`config.mk`:
```
export PLATFORM = sky130hd
export DESIGN_NAME = irq_source_ctrl
export DESIGN_NICKNAME = d
export VERILOG_FILES = /design/src/rtl/irq_src_pkg.sv /design/src/rtl/irq_mask_reg.sv /design/src/rtl/irq_pending.sv /design/src/rtl/irq_arbiter.sv /design/src/rtl/irq_release_timer.sv /design/src/rtl/irq_source_ctrl.sv
export SDC_FILE = /design/constraint.sdc
export NUM_CORES = 1
export LEC_CHECK = 0
export ABC_AREA = 1
export BUFFER_PORTS_ARGS = -buffer_cell sky130_fd_sc_hd__buf_2
export CAP_MARGIN = 10
export CORE_UTILIZATION = 51
export DETAILED_ROUTE_END_ITERATION = 6
export GPL_TIMING_DRIVEN = 0
export HOLD_SLACK_MARGIN = 0.06
export PLACE_DENSITY = 0.76
export SLEW_MARGIN = 20
export SYNTH_ARGS = -nofsm -noshare
export SYNTH_HDL_FRONTEND = slang
export SYNTH_SLANG_ARGS = --single-unit
```
`constraint.sdc`:
```
create_clock -name clk -period 1.7 [get_ports clk]
set_input_delay 0.17 -clock clk [delete_from_list [all_inputs] [get_ports clk]]
set_output_delay 0.17 -clock clk [all_outputs]
set_load 0.02 [all_outputs]
```
`src/rtl/irq_src_pkg.sv`:
```
package irq_src_pkg;
  localparam int NSRC   = 5;
  localparam int CODE_W = 4;
  localparam int MASK_W = 3;
  // Index order is the service priority: lowest index served first.
  localparam int IDX_UV  = 0;
  localparam int IDX_TPW = 1;
  localparam int IDX_OVP = 2;
  localparam int IDX_LIN = 3;
  localparam int IDX_HS  = 4;

  // One-hot of the lowest set bit (the highest-priority pending source).
  function automatic logic [NSRC-1:0] first_set(input logic [NSRC-1:0] v);
    logic [NSRC-1:0] r;
    logic            found;
    r     = '0;
    found = 1'b0;
    for (int i = 0; i < NSRC; i++) begin
      if (v[i] && !found) begin
        r[i]  = 1'b1;
        found = 1'b1;
      end
    end
    return r;
  endfunction

  // Source code of a one-hot grant: index plus one, zero when empty.
  function automatic logic [CODE_W-1:0] code_of(input logic [NSRC-1:0] g);
    logic [CODE_W-1:0] c;
    c = '0;
    for (int i = 0; i < NSRC; i++) begin
      if (g[i]) c = CODE_W'(i + 1);
    end
    return c;
  endfunction
endpackage

```
`src/rtl/irq_mask_reg.sv`:
```
module irq_mask_reg
  import irq_src_pkg::*;
(
  input  logic              clk,
  input  logic              rst_n,
  input  logic              wr,
  input  logic [CODE_W-1:0] wdata,
  output logic [MASK_W-1:0] mask_q
);
  logic unused_wbits;
  assign unused_wbits = ^wdata[CODE_W-1:MASK_W];

  always_ff @(posedge clk or negedge rst_n) begin
    if (!rst_n)  mask_q <= '1;
    else if (wr) mask_q <= wdata[MASK_W-1:0];
  end

  a_r1_mask_load: assert property (@(posedge clk) disable iff (!rst_n)
    wr |=> mask_q == $past(wdata[MASK_W-1:0]));
  a_r1_mask_hold: assert property (@(posedge clk) disable iff (!rst_n)
    !wr |=> $stable(mask_q));
endmodule

```
`src/rtl/irq_pending.sv`:
```
module irq_pending
  import irq_src_pkg::*;
(
  input  logic            clk,
  input  logic            rst_n,
  input  logic [NSRC-1:0] ev,
  input  logic [NSRC-1:0] en,
  input  logic [NSRC-1:0] ack_vec,
  output logic [NSRC-1:0] pend_q,
  output logic            more_after
);
  logic [NSRC-1:0] set_vec;
  logic [NSRC-1:0] pend_d;

  assign set_vec    = ev & en;
  assign pend_d     = (pend_q & ~ack_vec) | set_vec;
  assign more_after = |pend_d;

  always_ff @(posedge clk or negedge rst_n) begin
    if (!rst_n) pend_q <= '0;
    else        pend_q <= pend_d;
  end

  for (genvar i = 0; i < NSRC; i++) begin : g_chk
    a_r2_masked_no_flag: assert property (@(posedge clk) disable iff (!rst_n)
      (!pend_q[i] && !en[i]) |=> !pend_q[i]);
    a_r6_ack_clears: assert property (@(posedge clk) disable iff (!rst_n)
      (ack_vec[i] && !set_vec[i]) |=> !pend_q[i]);
    a_r11_event_kept: assert property (@(posedge clk) disable iff (!rst_n)
      set_vec[i] |=> pend_q[i]);
  end
endmodule

```
`src/rtl/irq_arbiter.sv`:
```
module irq_arbiter
  import irq_src_pkg::*;
(
  input  logic [NSRC-1:0]   pend,
  output logic [NSRC-1:0]   grant,
  output logic [CODE_W-1:0] code
);
  always_comb begin
    grant = first_set(pend);
    code  = code_of(grant);
    a_r9_grant_onehot: assert ($onehot0(grant));
    a_r5_idle_code_zero: assert ((|pend) || (code == '0));
  end
endmodule

```
`src/rtl/irq_release_timer.sv`:
```
module irq_release_timer #(
  parameter int REL_TICKS = 10,
  parameter int CNT_W     = 4
) (
  input  logic clk,
  input  logic rst_n,
  input  logic start,
  input  logic stop,
  input  logic tick,
  output logic releasing
);
  localparam logic [CNT_W-1:0] LOAD = CNT_W'(REL_TICKS);
  localparam logic [CNT_W-1:0] LAST = CNT_W'(1);

  logic [CNT_W-1:0] cnt;

  always_ff @(posedge clk or negedge rst_n) begin
    if (!rst_n) begin
      releasing <= 1'b0;
      cnt       <= '0;
    end else if (start) begin
      releasing <= 1'b1;
      cnt       <= LOAD;
    end else if (stop) begin
      releasing <= 1'b0;
      cnt       <= '0;
    end else if (releasing && tick) begin
      if (cnt == LAST) begin
        releasing <= 1'b0;
        cnt       <= '0;
      end else begin
        cnt <= cnt - LAST;
      end
    end
  end

  a_r7_window_holds: assert property (@(posedge clk) disable iff (!rst_n)
    (releasing && !tick && !stop) |=> releasing);
  a_r7_no_spurious_window: assert property (@(posedge clk) disable iff (!rst_n)
    (!releasing && !start) |=> !releasing);
endmodule

```
`src/rtl/irq_source_ctrl.sv`:
```
module irq_source_ctrl
  import irq_src_pkg::*;
#(
  parameter int REL_TICKS = 10,
  parameter int CNT_W     = 4
) (
  input  logic              clk,
  input  logic              rst_n,
  input  logic              ev_hs,
  input  logic              ev_lin,
  input  logic              ev_ovp,
  input  logic              ev_tpw,
  input  logic              ev_uv,
  input  logic              wr_mask,
  input  logic              rd_src,
  input  logic [CODE_W-1:0] wdata,
  input  logic              us_tick,
  output logic [CODE_W-1:0] rdata,
  output logic              irq_n
);
  logic [MASK_W-1:0] mask_q;
  logic [NSRC-1:0]   ev_vec, en_vec, pend, grant, ack_vec;
  logic [CODE_W-1:0] code;
  logic              more_after, rel_start, rel_stop, releasing;

  assign ev_vec[IDX_UV]  = ev_uv;
  assign ev_vec[IDX_TPW] = ev_tpw;
  assign ev_vec[IDX_OVP] = ev_ovp;
  assign ev_vec[IDX_LIN] = ev_lin;
  assign ev_vec[IDX_HS]  = ev_hs;

  assign en_vec[IDX_UV]  = 1'b1;
  assign en_vec[IDX_TPW] = 1'b1;
  assign en_vec[IDX_OVP] = mask_q[0];
  assign en_vec[IDX_LIN] = mask_q[1];
  assign en_vec[IDX_HS]  = mask_q[2];

  irq_mask_reg u_mask (
    .clk(clk), .rst_n(rst_n), .wr(wr_mask), .wdata(wdata), .mask_q(mask_q));

  irq_pending u_pend (
    .clk(clk), .rst_n(rst_n), .ev(ev_vec), .en(en_vec), .ack_vec(ack_vec),
    .pend_q(pend), .more_after(more_after));

  irq_arbiter u_arb (.pend(pend), .grant(grant), .code(code));

  assign ack_vec   = rd_src ? grant : '0;
  assign rel_start = rd_src && (|pend) && more_after;
  assign rel_stop  = rd_src && !more_after;

  irq_release_timer #(.REL_TICKS(REL_TICKS), .CNT_W(CNT_W)) u_rel (
    .clk(clk), .rst_n(rst_n), .start(rel_start), .stop(rel_stop),
    .tick(us_tick), .releasing(releasing));

  always_ff @(posedge clk or negedge rst_n) begin
    if (!rst_n)                 rdata <= '0;
    else if (rd_src || wr_mask) rdata <= code;
  end

  assign irq_n = !(|pend) || releasing;

  a_r8_write_returns_code: assert property (@(posedge clk) disable iff (!rst_n)
    (wr_mask && !rd_src) |=> rdata == $past(code));
  a_r8_write_no_ack: assert property (@(posedge clk) disable iff (!rst_n)
    (wr_mask && !rd_src) |=> ((pend & $past(pend)) == $past(pend)));
  a_r6_read_returns_code: assert property (@(posedge clk) disable iff (!rst_n)
    rd_src |=> rdata == $past(code));
endmodule

```
## Word level (Yosys, flattened, before mapping)

Cells that the tools add are included.

| cells by class | value |
|---|---|
| $add $sub $neg | 1 |
| mux-type cells | 22 |
| bitwise logic cells | 4 |
| eq/ne operators | 1 |
| reduce and logical (&&, ||, !) cells | 21 |

Operators with widths:

| kind | count |
|---|---|
| 2-to-1 mux 4 bit | 4 |
| 2-to-1 mux 1 bit | 13 |
| AND 5 bit | 2 |
| OR reduction 5 bit | 2 |
| logical AND 1 bit | 8 |
| logical NOT 1 bit | 6 |
| 2-to-1 mux 3 bit | 2 |
| nonzero test 3 bit | 2 |
| 2-to-1 mux 5 bit | 1 |
| inverter 5 bit | 1 |
| OR 5 bit | 1 |
| == test 4 x 1 -> 1 bit (second input constant) | 1 |
| 2-to-1 mux 2 bit | 2 |
| subtractor 4 x 1 -> 4 bit (second input constant) | 1 |
| logical OR 1 bit | 2 |
| AND reduction 2 bit | 1 |

| storage, ports and cells | value |
|---|---|
| output and inout bits | 5 |
| logic and storage cells | 54 |
| bits of input ports | 14 |
| flip-flop bits (word level) | 17 |

## Logic depth before layout (Yosys ltp)

| logic depth | value |
|---|---|
| depth after elaboration | 22 |
| mapped depth | 10 |
| gate-level depth less buffers | 10 |

## Cells and area by module

A second synthesis with hierarchy kept.

| second synthesis, totals | value |
|---|---|
| cell total of the unflattened synthesis | 134 |
| area total of the unflattened synthesis | 978.4 um2 |

By module, submodules not included:

| module | instances | seq. area each (um2) | area an instance (um2) | cells an instance |
|---|---|---|---|---|
| irq_release_timer | 1 | 125.1 | 290.3 | 36 |
| irq_source_ctrl | 1 | 100.1 | 252.7 | 41 |
| irq_pending | 1 | 125.1 | 237.7 | 28 |
| irq_mask_reg | 1 | 78.8 | 116.4 | 13 |
| irq_arbiter | 1 | 0.0 | 81.3 | 16 |

## Least setup slack after synthesis

Ideal clock, no wire load.

| timing | value |
|---|---|
| path kind | reg-to-reg |
| start | register u_pend.pend_q[0] |
| end | register u_rel.cnt[0] |
| stages on the path, launching flop included | 11 |
| setup slack | 0.308 ns |
| buffers on the path | 0 |
| data arrival time | 1.276 ns |
| required time | 1.583 ns |
| path through | dfrtp_1 -> nor2_2 -> nand3_1 -> nand2_1 -> nand2_2 -> nor2_4 -> nand3_2 -> nand3_2 -> inv_2 -> nand2_1 -> nand2_1 |

RTL lines:

| element | RTL line | source |
|---|---|---|
| from (decl) | irq_pending.sv:9 | `output logic [NSRC-1:0] pend_q,` |
| from (signal assigned) | irq_pending.sv:21 | `else pend_q <= pend_d;` |
| 2-to-1 mux 1 bit * | irq_src_pkg.sv:19 | `if (v[i] && !found) begin` |
| logical NOT 1 bit | irq_src_pkg.sv:19 |  |
| logical AND 1 bit | irq_src_pkg.sv:19 |  |
| 2-to-1 mux 1 bit * | irq_src_pkg.sv:19 |  |
| logical NOT 1 bit | irq_src_pkg.sv:19 |  |
| logical AND 1 bit | irq_src_pkg.sv:19 |  |
| 2-to-1 mux 1 bit * | irq_src_pkg.sv:19 |  |
| logical NOT 1 bit * | irq_src_pkg.sv:19 |  |
| [... 4 more ...] | n/a |  |
| AND 5 bit * | irq_pending.sv:16 | `assign pend_d = (pend_q & ~ack_vec) \| set_vec;` |
| OR 5 bit * | irq_pending.sv:16 |  |
| via u_pend.pend_d[3] | irq_pending.sv:13 | `logic [NSRC-1:0] pend_d;` |
| OR reduction 5 bit * | irq_pending.sv:17 | `assign more_after = \|pend_d;` |
| logical NOT 1 bit | irq_source_ctrl.sv:49 | `assign rel_stop = rd_src && !more_after;` |
| logical AND 1 bit | irq_source_ctrl.sv:49 |  |
| 2-to-1 mux 4 bit | irq_release_timer.sv:24 | `end else if (stop) begin` |
| 2-to-1 mux 4 bit | irq_release_timer.sv:21 | `end else if (start) begin` |
| to (signal assigned) | irq_release_timer.sv:32 | `cnt <= cnt - LAST;` |
| to (decl) | irq_release_timer.sv:15 | `logic [CNT_W-1:0] cnt;` |

Mark *: on every way through the listed nets, which the timed path passes. The rest lies on a longest branch.
A chain may end at the register's enable or synchronous reset.

## Worst setup path after layout

| timing | value |
|---|---|
| start | register u_pend.pend_q[0] |
| end | register u_rel.cnt[2] |

| between the ends | value |
|---|---|
| cells in the longest elaborated chain, start to end | 22 |

Ends and longest elaborated chain:

| element | RTL line |
|---|---|
| 2-to-1 mux 1 bit * | irq_src_pkg.sv:19 |
| logical NOT 1 bit | irq_src_pkg.sv:19 |
| logical AND 1 bit | irq_src_pkg.sv:19 |
| 2-to-1 mux 1 bit * | irq_src_pkg.sv:19 |
| logical NOT 1 bit | irq_src_pkg.sv:19 |
| logical AND 1 bit | irq_src_pkg.sv:19 |
| 2-to-1 mux 1 bit * | irq_src_pkg.sv:19 |
| logical NOT 1 bit | irq_src_pkg.sv:19 |
| [... 7 more ...] | n/a |
| AND 5 bit * | irq_pending.sv:16 |
| OR 5 bit * | irq_pending.sv:16 |
| via u_pend.pend_d[4] | irq_pending.sv:13 |
| OR reduction 5 bit * | irq_pending.sv:17 |
| logical NOT 1 bit | irq_source_ctrl.sv:49 |
| logical AND 1 bit | irq_source_ctrl.sv:49 |
| 2-to-1 mux 4 bit | irq_release_timer.sv:24 |
| 2-to-1 mux 4 bit | irq_release_timer.sv:21 |

Marked as above.

==> flow_summary_export.csv <==
group,metric,value,unit
sta,finClkSkew,0.001335,ns
synthesis,yosys-top-cells-area,"dfrtp_1 39%, nand2_1 12%, dfstp_2 9.4%",
critical_path,crit_arrival,1.71,ns
sta,setup_ws,0.1669,ns
synthesis,synthMuxAreaShare,0.04024,
global_routing,grt_pass1_wl,2.684,mm
place,hpwl,1.092,mm
synthesis,synth_cells,100,
place,post-place-ws,0.1214,ns
critical_path,rrSetupSlack,0.17,ns
drt,vias,667,
global_routing,grt_pass1_vias,654,
sta,min_period,1.533,ns
synthesis,synth-warning-count,0,
cells_and_area,layout_commonest_cell,"nand2_1",
cells_and_area,drive_above_1_share,0.2975,
synthesis,synth.top_cell.area_share,0.3875,
die,core.rowCount,14,
clock_tree,cts.sinks,16,
cells_and_area,antenna_cells,0,
cells_and_area,area_growth,18.03,%
synthesis,synth_fa_ha_area_frac,0.02981,
critical_path,crit_path_frequent_cell,"nand2_1",
cells_and_area,num-fill-cells,144,
global_routing,overflow,0,
clock_tree,path_clk_slew,0.09,ns
hold_path,hold_start,"ev_uv",
die,coreArea,1524,sq um
hold_path,hold_end,"u_pend.pend_q[0]",
pwr,power,833.5,uW
sta,hold_violations,0,
drt,drt-total-wl,1.416,mm
sta,final.setup.tns,0,ns
critical_path,required,1.87,ns
place,portBuffers,16,
clock_tree,tritoncts,"done",
synthesis,synth-edff-count,0,
synthesis,yosys.area.top_type,"dfrtp_1",
drt,wl_per_cell,10.34,um
synthesis,ys_async_sr_fraction,1.000,
clock_tree,clockBufferDepth,2,
hold_path,hold_depth,3,
clock_tree,clock_latency,0.28,ns
clock_tree,htreeDepth,1,
sta,clock.fmax,652.3,MHz
sta,finalSetupViolCount,0,
global_routing,antenna_found_initial,0,
critical_path,rr_worst_depth,10,
critical_path,cpMaxStageDelayCell,"dfrtp_1",
synthesis,synth-simple-area-share,0.2876,
synthesis,synth_xor_area_frac,0.02086,
drt,drtIter0Drc,8,
critical_path,critPathMaxStageDelay,0.45,ns
die,initial_core_util,0.5509,
clock_tree,cts_made_buffers,3,
sta,drv_slew,0,
pwr,vdd_drop_max,0.0006370,V
synthesis,ys_seq_elements,16,
pwr,cellPowerDensity,841.1,nW/um^2
critical_path,critPathMaxFanout,7,
place,globalplace.congestion,0.7679,
critical_path,worstReg2RegEnd,"u_rel.cnt[2]",
cells_and_area,regArea,404.1,sq um
die,die_area,1813,sq um
run,max_cap_viol_count,0,
clock_tree,root_buffer,"clkbuf_4",
synthesis,syn_area,839.6,sq um
critical_path,crit_type,"reg -> reg",
cells_and_area,nNetsFinal,138,
die,die_y,42.58,um
die,die_x,42.58,um
global_routing,track_usage,0.2029,
global_routing,grt_max_degree,17,
drt,drc,0,
sta,final.period_utilization,0.9018,
die,io_pins,19,
synthesis,synth_seq_area_share,0.4814,
hold_path,hold_path.class,"in -> reg",
outcome,outcome,"complete, no violations",
sta,rsz0062_at_grt,"false",
critical_path,end_kind,"flip-flop",
synthesis,synth_cell_types,24,
cells_and_area,mostFrequentLayoutCells,"26 x nand2_1, 16 x buf_2, 13 x inv_1, 13 x dfrtp_1, 9 x nor2_1",
synthesis,synth_compound_area_frac,0.06408,
drt,viasPerCell,4.869,
critical_path,crit_chain,"nor2_4 > nand3_1 > nand2_1 > nand2_2 > nor2_4 > nand3_2 > nand3_2 > inv_2 > nand2_1 > nand2_1",
synthesis,synth_top_family_by_area,"simple AND/OR/NAND/NOR gates",
synthesis,avgSynthCellArea,8.396,sq um
drt,ant_nets,0,
drt,dr.pass1.iters,4,
critical_path,r2r_start,"u_pend.pend_q[0]",
cells_and_area,multi_input_area,380.4,sq um
pwr,power_leakage,0.0005071,uW
critical_path,start_kind,"flip-flop",
synthesis,syn_nets,116,
synthesis,synthFlopType,"dfrtp_1",
## metal layers
layer	vias up	GRT usage	share of wire
li1	361	-	-
met1	288	0.2486	0.49
met2	16	0.3323	0.46
met3	2	0.07759	0.041
met4	0	0.05625	0.0099
met5	-	0	0
## through the flow
| stage | cells | util | cell area [sq um] | hold WS, ns |
|---|---|---|---|---|
| 6_report | 137 | 0.6502 | 991.0 | 0.08019 |
| 2_1_floorplan | 100 | - | 839.6 | -0.1256 |
| 5_1_grt | 137 | 0.6502 | 991.0 | 0.08780 |
| 3_3_place_gp | 132 | 0.6166 | 939.7 | 0.09306 |
| 4_1_cts | 137 | 0.6470 | 985.9 | 0.07247 |
| 3_5_place_dp | 132 | 0.6166 | 939.7 | 0.09338 |
## logic make-up after synthesis
family          Yosys count
simple gates             52
flops                    16
buf+inv                  15
compound gates            9
mux                       3
fa+ha+maj                 2
xor+xnor                  2
other cells               1
## state kept, by name, indices dropped and copies added (netlist names)
signal and flops:
u_rel.cnt 4, u_pend.pend_q 5, u_rel.releasing 1, rdata 3
u_mask.mask_q 3
## critical path: cells and delay by family, from the launching register on
kind / cells / cell delay (ns)
buffers and inverters: 1 / 0.05
DFF: 1 / 0.45
and+or+nand+nor: 9 / 0.93
## report_power, final
part           switching (uW)  total, uW  internal (uW)
registers                24.7        443            418
clock network             111        242            130
logic                    86.4        149           62.6
## synth_stat cells, drive strengths merged, types with 2 or more instances
master,n
nand2,29
inv,14
dfrtp,13
nor2,12
nand3,9
dfstp,3
mux2,3
o21ai,3
a21oi,2
a31oi,2
ha,2
nand4,2
## worst max path at each step
stage                          start            to  slack (ns)  cells after the start
global placement    u_pend.pend_q[0]  u_rel.cnt[2]        0.16                     10
floorplan           u_pend.pend_q[0]  u_rel.cnt[0]        0.31                     10
finish              u_pend.pend_q[0]  u_rel.cnt[2]        0.17                     10
CTS                 u_pend.pend_q[0]  u_rel.cnt[2]        0.11                     10
detailed placement  u_pend.pend_q[0]  u_rel.cnt[2]        0.12                     10
global route        u_pend.pend_q[0]  u_rel.cnt[2]        0.01                     10
## final cells by class
class / instances / area share
buffer: 1 / 0.007576
sequential: 16 / 0.4078
tap: 16 / 0.02020
clock buffer: 4 / 0.03662
multi-input combinational: 69 / 0.3838
timing repair buffer: 17 / 0.09091
inverter: 14 / 0.05303
## repair_timing
action                                  in CTS  in global routing
hold buffers                                 1                  0
setup buffers                                0                  0
gates resized for setup                      0                  1
endpoints found under the setup margin       0                  3
hold endpoints to repair                    13                  0
Note: power is estimated with default switching activity, not from simulation.
